==> config.mk <==
export PLATFORM = sky130hd
export DESIGN_NAME = rxaddr_filter
export DESIGN_NICKNAME = d
export VERILOG_FILES = /design/src/rtl/rxaf_pkg.sv /design/src/rtl/rxaf_regs.sv /design/src/rtl/rxaf_compare.sv /design/src/rtl/rxaf_gate.sv /design/src/rtl/rxaddr_filter.sv
export SDC_FILE = /design/constraint.sdc
export NUM_CORES = 1
export LEC_CHECK = 0
export BUFFER_PORTS_ARGS = -buffer_cell sky130_fd_sc_hd__buf_2
export CAP_MARGIN = 5
export CORE_AREA = 2 2 64 66
export DETAILED_ROUTE_END_ITERATION = 10
export DIE_AREA = 0 0 66 68
export PLACE_DENSITY = 0.74
export SYNTH_ARGS = -nofsm -noshare
export SYNTH_HDL_FRONTEND = slang
export SYNTH_SLANG_ARGS = --single-unit
export TNS_END_PERCENT = 20
==> constraint.sdc <==
create_clock -name clk -period 1.4 [get_ports clk]
set_input_delay 0.07 -clock clk [delete_from_list [all_inputs] [get_ports clk]]
set_output_delay 0.07 -clock clk [all_outputs]
set_load 0.005 [all_outputs]
==> src/rtl/rxaf_pkg.sv <==
package rxaf_pkg;

   typedef enum logic {
      ST_DROP = 1'b0,
      ST_PASS = 1'b1
   } gate_e;

endpackage

==> src/rtl/rxaf_regs.sv <==
module rxaf_regs #(
   parameter int DATA_W    = 8,
   parameter int NUM_MATCH = 2,
   parameter int AW        = 2
) (
   input  logic                          clk,
   input  logic                          rst_n,
   input  logic                          we,
   input  logic [AW-1:0]                 addr,
   input  logic [DATA_W-1:0]             wdata,
   output logic [DATA_W-1:0]             rdata,
   output logic [NUM_MATCH*DATA_W-1:0]   match_flat,
   output logic [NUM_MATCH-1:0]          en
);

   localparam int EN_ADDR = NUM_MATCH;

   logic [DATA_W-1:0]    match_q [NUM_MATCH];
   logic [NUM_MATCH-1:0] en_q;

   for (genvar i = 0; i < NUM_MATCH; i++) begin : g_match
      always_ff @(posedge clk) begin
         if (!rst_n) begin
            match_q[i] <= '0;
         end else if (we && addr == AW'(i)) begin
            match_q[i] <= wdata;
         end
      end
      assign match_flat[i*DATA_W +: DATA_W] = match_q[i];
   end

   always_ff @(posedge clk) begin
      if (!rst_n) begin
         en_q <= '0;
      end else if (we && addr == AW'(EN_ADDR)) begin
         en_q <= wdata[NUM_MATCH-1:0];
      end
   end

   assign en = en_q;

   always_comb begin
      rdata = '0;
      for (int i = 0; i < NUM_MATCH; i++) begin
         if (addr == AW'(i)) rdata = match_q[i];
      end
      if (addr == AW'(EN_ADDR)) rdata = DATA_W'(en_q);
   end

endmodule

==> src/rtl/rxaf_compare.sv <==
module rxaf_compare #(
   parameter int DATA_W    = 8,
   parameter int NUM_MATCH = 2
) (
   input  logic [DATA_W-1:0]           ch_data,
   input  logic [NUM_MATCH*DATA_W-1:0] match_flat,
   input  logic [NUM_MATCH-1:0]        en,
   output logic                        is_addr,
   output logic                        hit,
   output logic                        bypass
);

   logic [NUM_MATCH-1:0] hit_vec;

   assign is_addr = ch_data[DATA_W-1];

   for (genvar i = 0; i < NUM_MATCH; i++) begin : g_cmp
      assign hit_vec[i] = en[i] && is_addr &&
                          (ch_data == match_flat[i*DATA_W +: DATA_W]);
   end

   assign hit    = |hit_vec;
   assign bypass = ~|en;

endmodule

==> src/rtl/rxaf_gate.sv <==
module rxaf_gate
   import rxaf_pkg::*;
#(
   parameter int DATA_W  = 8,
   parameter bit REG_OUT = 1'b1
) (
   input  logic              clk,
   input  logic              rst_n,
   input  logic              ch_valid,
   input  logic [DATA_W-1:0] ch_data,
   input  logic              is_addr,
   input  logic              hit,
   input  logic              bypass,
   output logic              out_valid,
   output logic [DATA_W-1:0] out_data,
   output logic              pass
);

   gate_e state_q;
   logic  take;

   always_comb begin
      if (!ch_valid)    take = 1'b0;
      else if (bypass)  take = 1'b1;
      else if (is_addr) take = hit;
      else              take = (state_q == ST_PASS);
   end

   always_ff @(posedge clk) begin
      if (!rst_n) begin
         state_q <= ST_DROP;
      end else if (ch_valid && !bypass && is_addr) begin
         state_q <= hit ? ST_PASS : ST_DROP;
      end
   end

   assign pass = (state_q == ST_PASS);

   if (REG_OUT) begin : g_reg_out
      logic              vld_q;
      logic [DATA_W-1:0] dat_q;
      always_ff @(posedge clk) begin
         if (!rst_n) begin
            vld_q <= 1'b0;
            dat_q <= '0;
         end else begin
            vld_q <= take;
            if (take) dat_q <= ch_data;
         end
      end
      assign out_valid = vld_q;
      assign out_data  = dat_q;
   end else begin : g_comb_out
      assign out_valid = take;
      assign out_data  = ch_data;
   end

endmodule

==> src/rtl/rxaddr_filter.sv <==
module rxaddr_filter #(
   parameter int DATA_W    = 8,
   parameter int NUM_MATCH = 2,
   parameter bit REG_OUT   = 1'b1,
   localparam int AW       = $clog2(NUM_MATCH + 1)
) (
   input  logic              clk,
   input  logic              rst_n,
   input  logic              cfg_we,
   input  logic [AW-1:0]     cfg_addr,
   input  logic [DATA_W-1:0] cfg_wdata,
   output logic [DATA_W-1:0] cfg_rdata,
   input  logic              ch_valid,
   input  logic [DATA_W-1:0] ch_data,
   output logic              out_valid,
   output logic [DATA_W-1:0] out_data
);

   if (DATA_W < 2) begin : g_bad_width
      $error("rxaddr_filter: DATA_W must be at least 2");
   end
   if (NUM_MATCH < 1 || NUM_MATCH > DATA_W) begin : g_bad_count
      $error("rxaddr_filter: NUM_MATCH must lie in 1..DATA_W");
   end

   logic [NUM_MATCH*DATA_W-1:0] match_w;
   logic [NUM_MATCH-1:0]        en_w;
   logic                        is_addr_w;
   logic                        hit_w;
   logic                        bypass_w;
   logic                        pass_w;

   rxaf_regs #(
      .DATA_W   (DATA_W),
      .NUM_MATCH(NUM_MATCH),
      .AW       (AW)
   ) u_regs (
      .clk       (clk),
      .rst_n     (rst_n),
      .we        (cfg_we),
      .addr      (cfg_addr),
      .wdata     (cfg_wdata),
      .rdata     (cfg_rdata),
      .match_flat(match_w),
      .en        (en_w)
   );

   rxaf_compare #(
      .DATA_W   (DATA_W),
      .NUM_MATCH(NUM_MATCH)
   ) u_cmp (
      .ch_data   (ch_data),
      .match_flat(match_w),
      .en        (en_w),
      .is_addr   (is_addr_w),
      .hit       (hit_w),
      .bypass    (bypass_w)
   );

   rxaf_gate #(
      .DATA_W (DATA_W),
      .REG_OUT(REG_OUT)
   ) u_gate (
      .clk      (clk),
      .rst_n    (rst_n),
      .ch_valid (ch_valid),
      .ch_data  (ch_data),
      .is_addr  (is_addr_w),
      .hit      (hit_w),
      .bypass   (bypass_w),
      .out_valid(out_valid),
      .out_data (out_data),
      .pass     (pass_w)
   );

endmodule

==> results of run 1 <==
through the flow:
stage	instances	setup WS, ns	utilization (%)	power [mW]
floorplan	141	-0.0769	-	1.16
global placement	240	-0.156	50.8	1.32
detailed placement	240	-0.201	50.8	1.32
CTS	246	-0.156	53.4	1.97
global route	247	-0.238	54.0	2.05
finish	247	-0.142	54.0	1.96
per-layer routing:
metal | vias to the layer above | global-route usage (%)
met3 | 7 | 3.13
li1 | 614 | -
met5 | - | 0
met1 | 543 | 18.6
met4 | 0 | 6.38
met2 | 30 | 25.8
what timing repair did:
action | in CTS | in global routing
buffers inserted | 2 | 1
pin swaps | 4 | 3
setup endpoints to repair | 10 | 11
resized for setup | 2 | 5
worst paths after layout:
path              slack [ns]                 end            startpoint  cells after the start
setup reg to reg       -0.14  u_gate.out_data[2]  u_regs.match_q[0][5]                      5
hold reg to reg         0.56         u_gate.pass           u_gate.pass                      2
hold / removal          0.06        u_regs.en[0]          cfg_wdata[0]                      3
setup / recovery       -0.14  u_gate.out_data[2]  u_regs.match_q[0][5]                      5
state kept, by name, summed over array words and instances (netlist names):
signal            flops
u_gate.out_valid      1
u_regs.match_q       16
u_regs.en             2
u_gate.pass           1
u_gate.out_data       8
logic make-up (layout without fill, tap and decap cells):
kind of cell	count (synthesis)	in the layout	synth area share [%]
flip-flops	28	28	46.2
XOR/XNOR	14	14	7.87
AO/OA/AOI/OAI	19	19	11.1
buffers and inverters	4	60	1.04
AND/OR/NAND/NOR	53	53	18.5
multiplexers	23	23	15.3
power by group through the flow:
stage	registers [mW]	logic (mW)	clock network [mW]
floorplan	0.975	0.184	0
global placement	0.978	0.338	0
detailed placement	0.981	0.342	0
CTS	0.961	0.354	0.652
global route	0.970	0.397	0.682
finish	0.961	0.359	0.641
placed cells by master (no fill, tap or decap):
cell / n
or2_4: 1
edfxtp_1: 16
buf_12: 2
buf_2: 38
nor3b_1: 1
a22oi_2: 1
buf_6: 1
a21boi_0: 2
nand2_1: 15
nor2_1: 6
o21ai_2: 1
clkbuf_8: 3
o211a_1: 7
nor2_4: 1
nor4_2: 4
dfxtp_2: 2
mux2_4: 2
nor2b_1: 3
o21ai_1: 2
mux2i_1: 15
mux2_2: 5
and2_1: 16
xor2_2: 1
nand3_1: 4
a21boi_2: 3
bufinv_16: 1
xor2_1: 13
o21ai_0: 2
and3_1: 1
o31ai_4: 1
nand2b_1: 1
dfxtp_1: 10
mux2i_2: 1
buf_4: 15
layout make-up:
type	count	area [um^2]	area share (%)
sequential	28	723	34.8
timing repair buffer	56	354	17.0
multi-input combinational	109	870	41.8
tap	50	62.6	3.01
clock buffer	3	41.3	1.98
clock inverter	1	30.0	1.44
worst max-delay path: cells and delay by family, from the launching register on:
kind | cells | cell delay (ns)
xor gates and xnor gates | 1 | 0.17
buffers and inverters | 1 | 0.19
and+or+nand+nor | 1 | 0.32
DFF | 1 | 0.42
AOI/OAI and AO/OA | 2 | 0.35
==> out/qor.txt, run 1 <==
Max stage delay on crit path -> 0.42 ns
mapped cell area -> 1560 um^2
clock latency at the later pin of the worst-skew pair -> 0.28 ns
P_int -> 1.50 mW
startpoint types -> register
WL met3 -> 152 um
via total after detailed routing -> 1194
initial detailed-routing violation count -> 63
Async SR Flop Fraction -> 0%
Seq pwr share -> 49.0%
Final ANT Viol Nets -> 0
DIE HEIGHT -> 68 um
Worst path slowest cell -> edfxtp_1
layout cells sized above 1 -> 42.1%
post-synthesis register bit count -> 28
library cells used by synthesis -> 26
Detailed Route WL -> 3240 um
Clock Pin Slew Worst Setup and Hold Paths -> 0.10 ns
Inserted Diodes -> 0
sw power -> 0.462 mW
placed cell areas -> 1960 um^2
cell taking the most area after synthesis -> edfxtp_1
WP data arrival -> 1.73 ns
Hold Vio Cnt, Final -> 0
full die area -> 4490 um^2
wire length per cell -> 13.1 um
Max VDD drop -> 518 uV
CTS Sinks -> 28
nets@finish -> 220
maximum clock rate -> 0.648 GHz
Sw Ratio -> 23.5%
vias in the first global route -> 1087
gr usage total -> 15.1%
Synth Instances -> 141
ys flop type -> edfxtp_1
post-route cell area -> 2080 um^2
fin crit period -> 1.54 ns
Max Cap Viol -> 0
Hold WC Path Type -> in2reg
gr ovfl total -> 0
Slew @ Worst Pin -> 0.713 ns
global-route wire length before repair -> 5030 um
Pwr per Cell Area -> 943 nW/um^2
Ports -> 39
top-area cell type share of the netlist area -> 30.8%
kind of critical path -> reg2reg
I/O Buffers -> 38
Starting Density -> 40.4%
fill cell count -> 346
WL met2 -> 1590 um
Critical Path End Type -> register
commonest cells in the netlist -> and2_1 (16), edfxtp_1 (16), mux2i_1 (16)
Clk pwr share -> 32.7%
gpl congestion -> 0.790
met1 WL -> 1430 um
CTS H-tree depth -> 1
Slew Viols, Final -> 0
status -> finished with violations
Worst Slack Setup Final -> -0.142 ns
Logic pwr share -> 18.3%
Synth Net Count -> 163
largest net degree at the start of global routing -> 17
dpl hpwl -> 2510 um
WHS -> 0.0626 ns
Setup Viol. Count Final -> 10
RSZ-0062 raised after global routing -> yes
top cells by area, synth -> edfxtp_1 (31%), dfxtp_1 (15%), mux2i_1 (10%)
area grow syn2layout -> 33.5%
slew margin rel. -> 52.3%
Static Leak -> 0.980 nW
first drt pass iteration count -> 4
CTS max path bufs -> 2
Core ar. -> 3860 um^2
setup TNS -> -1.23 ns
hold buffer count at cts -> 0
CTS tree -> done
crit-path cells -> xor2_1 > nor4_2 > a22oi_2 > buf_4 > o211a_1
Setup Skew -> 0.00353 ns
TritonCTS buffer count -> 3
Row Count -> 23
top sig layer -> met4
violated checks -> negative setup slack
Chip Width -> 66 um
CP Max Fanout -> 6
clk root buf -> clkbuf_8
count of flip-flops with a built-in enable after synthesis -> 16
required time worst endpoint -> 1.58 ns
vias per cell -> 4.83
mean area per synthesized cell -> 11.1 um^2
initial antenna violation count -> 0
Final period util -> 110%
YS warnings -> 0
Post-route DRC -> 0
sequential share of the synthesized area -> 46.2%
Power figures use the tool's default switching activity.
==> run 2: changes to the inputs <==
--- a/config.mk
+++ b/config.mk
@@ -10,6 +10,7 @@
 export CORE_AREA = 2 2 64 66
 export DETAILED_ROUTE_END_ITERATION = 10
 export DIE_AREA = 0 0 66 68
+export GPL_TIMING_DRIVEN = 0
 export PLACE_DENSITY = 0.74
 export SYNTH_ARGS = -nofsm -noshare
 export SYNTH_HDL_FRONTEND = slang
==> run 2 against run 1 <==
  * The flow still finishes with violations (negative setup slack)
  * Design area is 4.9% lower
  * Total power is 2.5% lower
  * Maximum frequency is 0.72% higher
  * Clock power is 1% lower
  * Hold slack better by 0.0083 ns
  * Clock-buffer cell count stayed put
  * Critical path depth stayed put
  * Clock skew is 0.00064 ns higher
  * Sequential power hardly changed
  * Critical path type unchanged
==> out/qor.txt, run 2 (synthesis results as in run 1) <==
status -> finished with violations
violated checks -> negative setup slack
crit-path cells -> xor2_1 > nor4_2 > a22oi_2 > buf_6 > o211a_1
fill cell count -> 372
I/O Buffers -> 38
Hold Vio Cnt, Final -> 0
Buf+Inv Stages, Crit Path -> 1
startpoint types -> register
maximum clock rate -> 0.653 GHz
via total after detailed routing -> 1181
Max VDD drop -> 571 uV
post-layout util -> 51.3%
vias in the first global route -> 1102
setup TNS -> -1.03 ns
Setup Skew -> 0.00416 ns
Chip Width -> 66 um
number of flip-flops in the largest register -> 16
Starting Density -> 40.4%
most common cell after layout, fill and taps aside -> buf_2
Max Cap Viol -> 0
clock latency at the later pin of the worst-skew pair -> 0.27 ns
multi-input logic area -> 870 um^2
CTS tree -> done
Reg with most FFs -> u_regs.match_q
Core ar. -> 3860 um^2
Inserted Diodes -> 0
WHS -> 0.0709 ns
initial antenna violation count -> 0
Hold WC Path Type -> in2reg
TritonCTS buffer count -> 3
Setup Viol. Count Final -> 10
initial detailed-routing violation count -> 36
gr usage total -> 14.3%
layout cells sized above 1 -> 36.6%
Clock Pin Slew Worst Setup and Hold Paths -> 0.10 ns
kind of critical path -> reg2reg
DIE HEIGHT -> 68 um
Final period util -> 109%
Worst Slack Setup Final -> -0.131 ns
largest net degree at the start of global routing -> 17
post-route cell area -> 1980 um^2
first drt pass iteration count -> 4
Critical Path End Type -> register
gpl congestion -> 0.777
Pwr per Cell Area -> 966 nW/um^2
nets@finish -> 209
global-route wire length before repair -> 4900 um
slew margin rel. -> 48.2%
Post-route DRC -> 0
Slew Viols, Final -> 0
Ports -> 39
Register Area -> 728 um^2
Detailed Route WL -> 3140 um
wire length per cell -> 13.3 um
CP delay by family, top -> flip-flops
placed cell areas -> 1840 um^2
Worst path slowest cell -> edfxtp_1
required time worst endpoint -> 1.58 ns
Row Count -> 23
gr ovfl total -> 0
CTS max path bufs -> 2
most frequent cells in the layout -> buf_2 (38), mux2i_1 (16), and2_1 (16), edfxtp_1 (16), nand2_1 (15)
Max stage delay on crit path -> 0.43 ns
Static Leak -> 0.915 nW
clk root buf -> clkbuf_8
CTS Sinks -> 28
Final ANT Viol Nets -> 0
CTS H-tree depth -> 1
WP data arrival -> 1.71 ns
RSZ-0062 raised after global routing -> yes
vias per cell -> 5.00
Slew @ Worst Pin -> 0.775 ns
dpl ws -> -0.544 ns
Final Power -> 1.91 mW
dpl cells -> 229
final std cells w/o fill -> 236
full die area -> 4490 um^2
area grow syn2layout -> 27.0%
fin crit period -> 1.53 ns
CP Max Fanout -> 10
hold buffer count at cts -> 0
==> run 2: changes by cell type in the layout (fill, tap and decap cells not counted), moves of 2 or more <==
cell / delta
dfxtp_2: -2
clkbuf_1: +2
dfxtp_4: +2
o21ai_1: -2
buf_4: -13
==> run 2: path summary, 6_finish.rpt <==
kind,from,end,slack [ns],depth (start not counted)
worst min-delay path,cfg_wdata[1],u_regs.en[1],0.07,3
worst max-delay path,u_regs.match_q[1][3],u_gate.out_data[6],-0.13,5
worst max register to register,u_regs.match_q[1][3],u_gate.out_data[6],-0.13,5
worst min register to register,u_regs.en[0],u_regs.en[0],0.52,2
==> run 2: metal layers <==
| metal | wire [um] | track usage, % | up-vias |
|---|---|---|---|
| li1 | - | - | 599 |
| met1 | 1410 | 18.5 | 555 |
| met2 | 1580 | 24.6 | 23 |
| met3 | 116 | 2.14 | 4 |
| met4 | 34 | 5.10 | 0 |
| met5 | 0 | 0 | - |
==> run 2: worst min-delay path: stages <==
cell,delay (ns)
buf_2,0.11
nand3_1,0.06
a21boi_0,0.06
==> run 2: where the power goes <==
group / internal (mW) / total (mW) / switching [mW] / leakage (nW)
sequential: 0.923 / 0.960 / 0.0371 / 0.258
combinational: 0.160 / 0.319 / 0.158 / 0.622
clock: 0.383 / 0.633 / 0.251 / 0.0357
total: 1.47 / 1.91 / 0.446 / 0.915
==> run 2: layout make-up <==
class                      count  area share [%]
buffer                         4            1.14
clock buffer                   3            2.09
clock inverter                 1            1.52
multi-input combinational    109            43.9
sequential                    28            36.8
tap                           50            3.16
timing repair buffer          41            11.4
==> run 2: what timing repair did <==
item / in CTS / in global routing
setup endpoints to repair: 18 / 12
pin swaps: 3 / 5
resized for setup: 4 / 3
buffers inserted: 1 / 2
endpoints found under the hold margin: 0 / 0
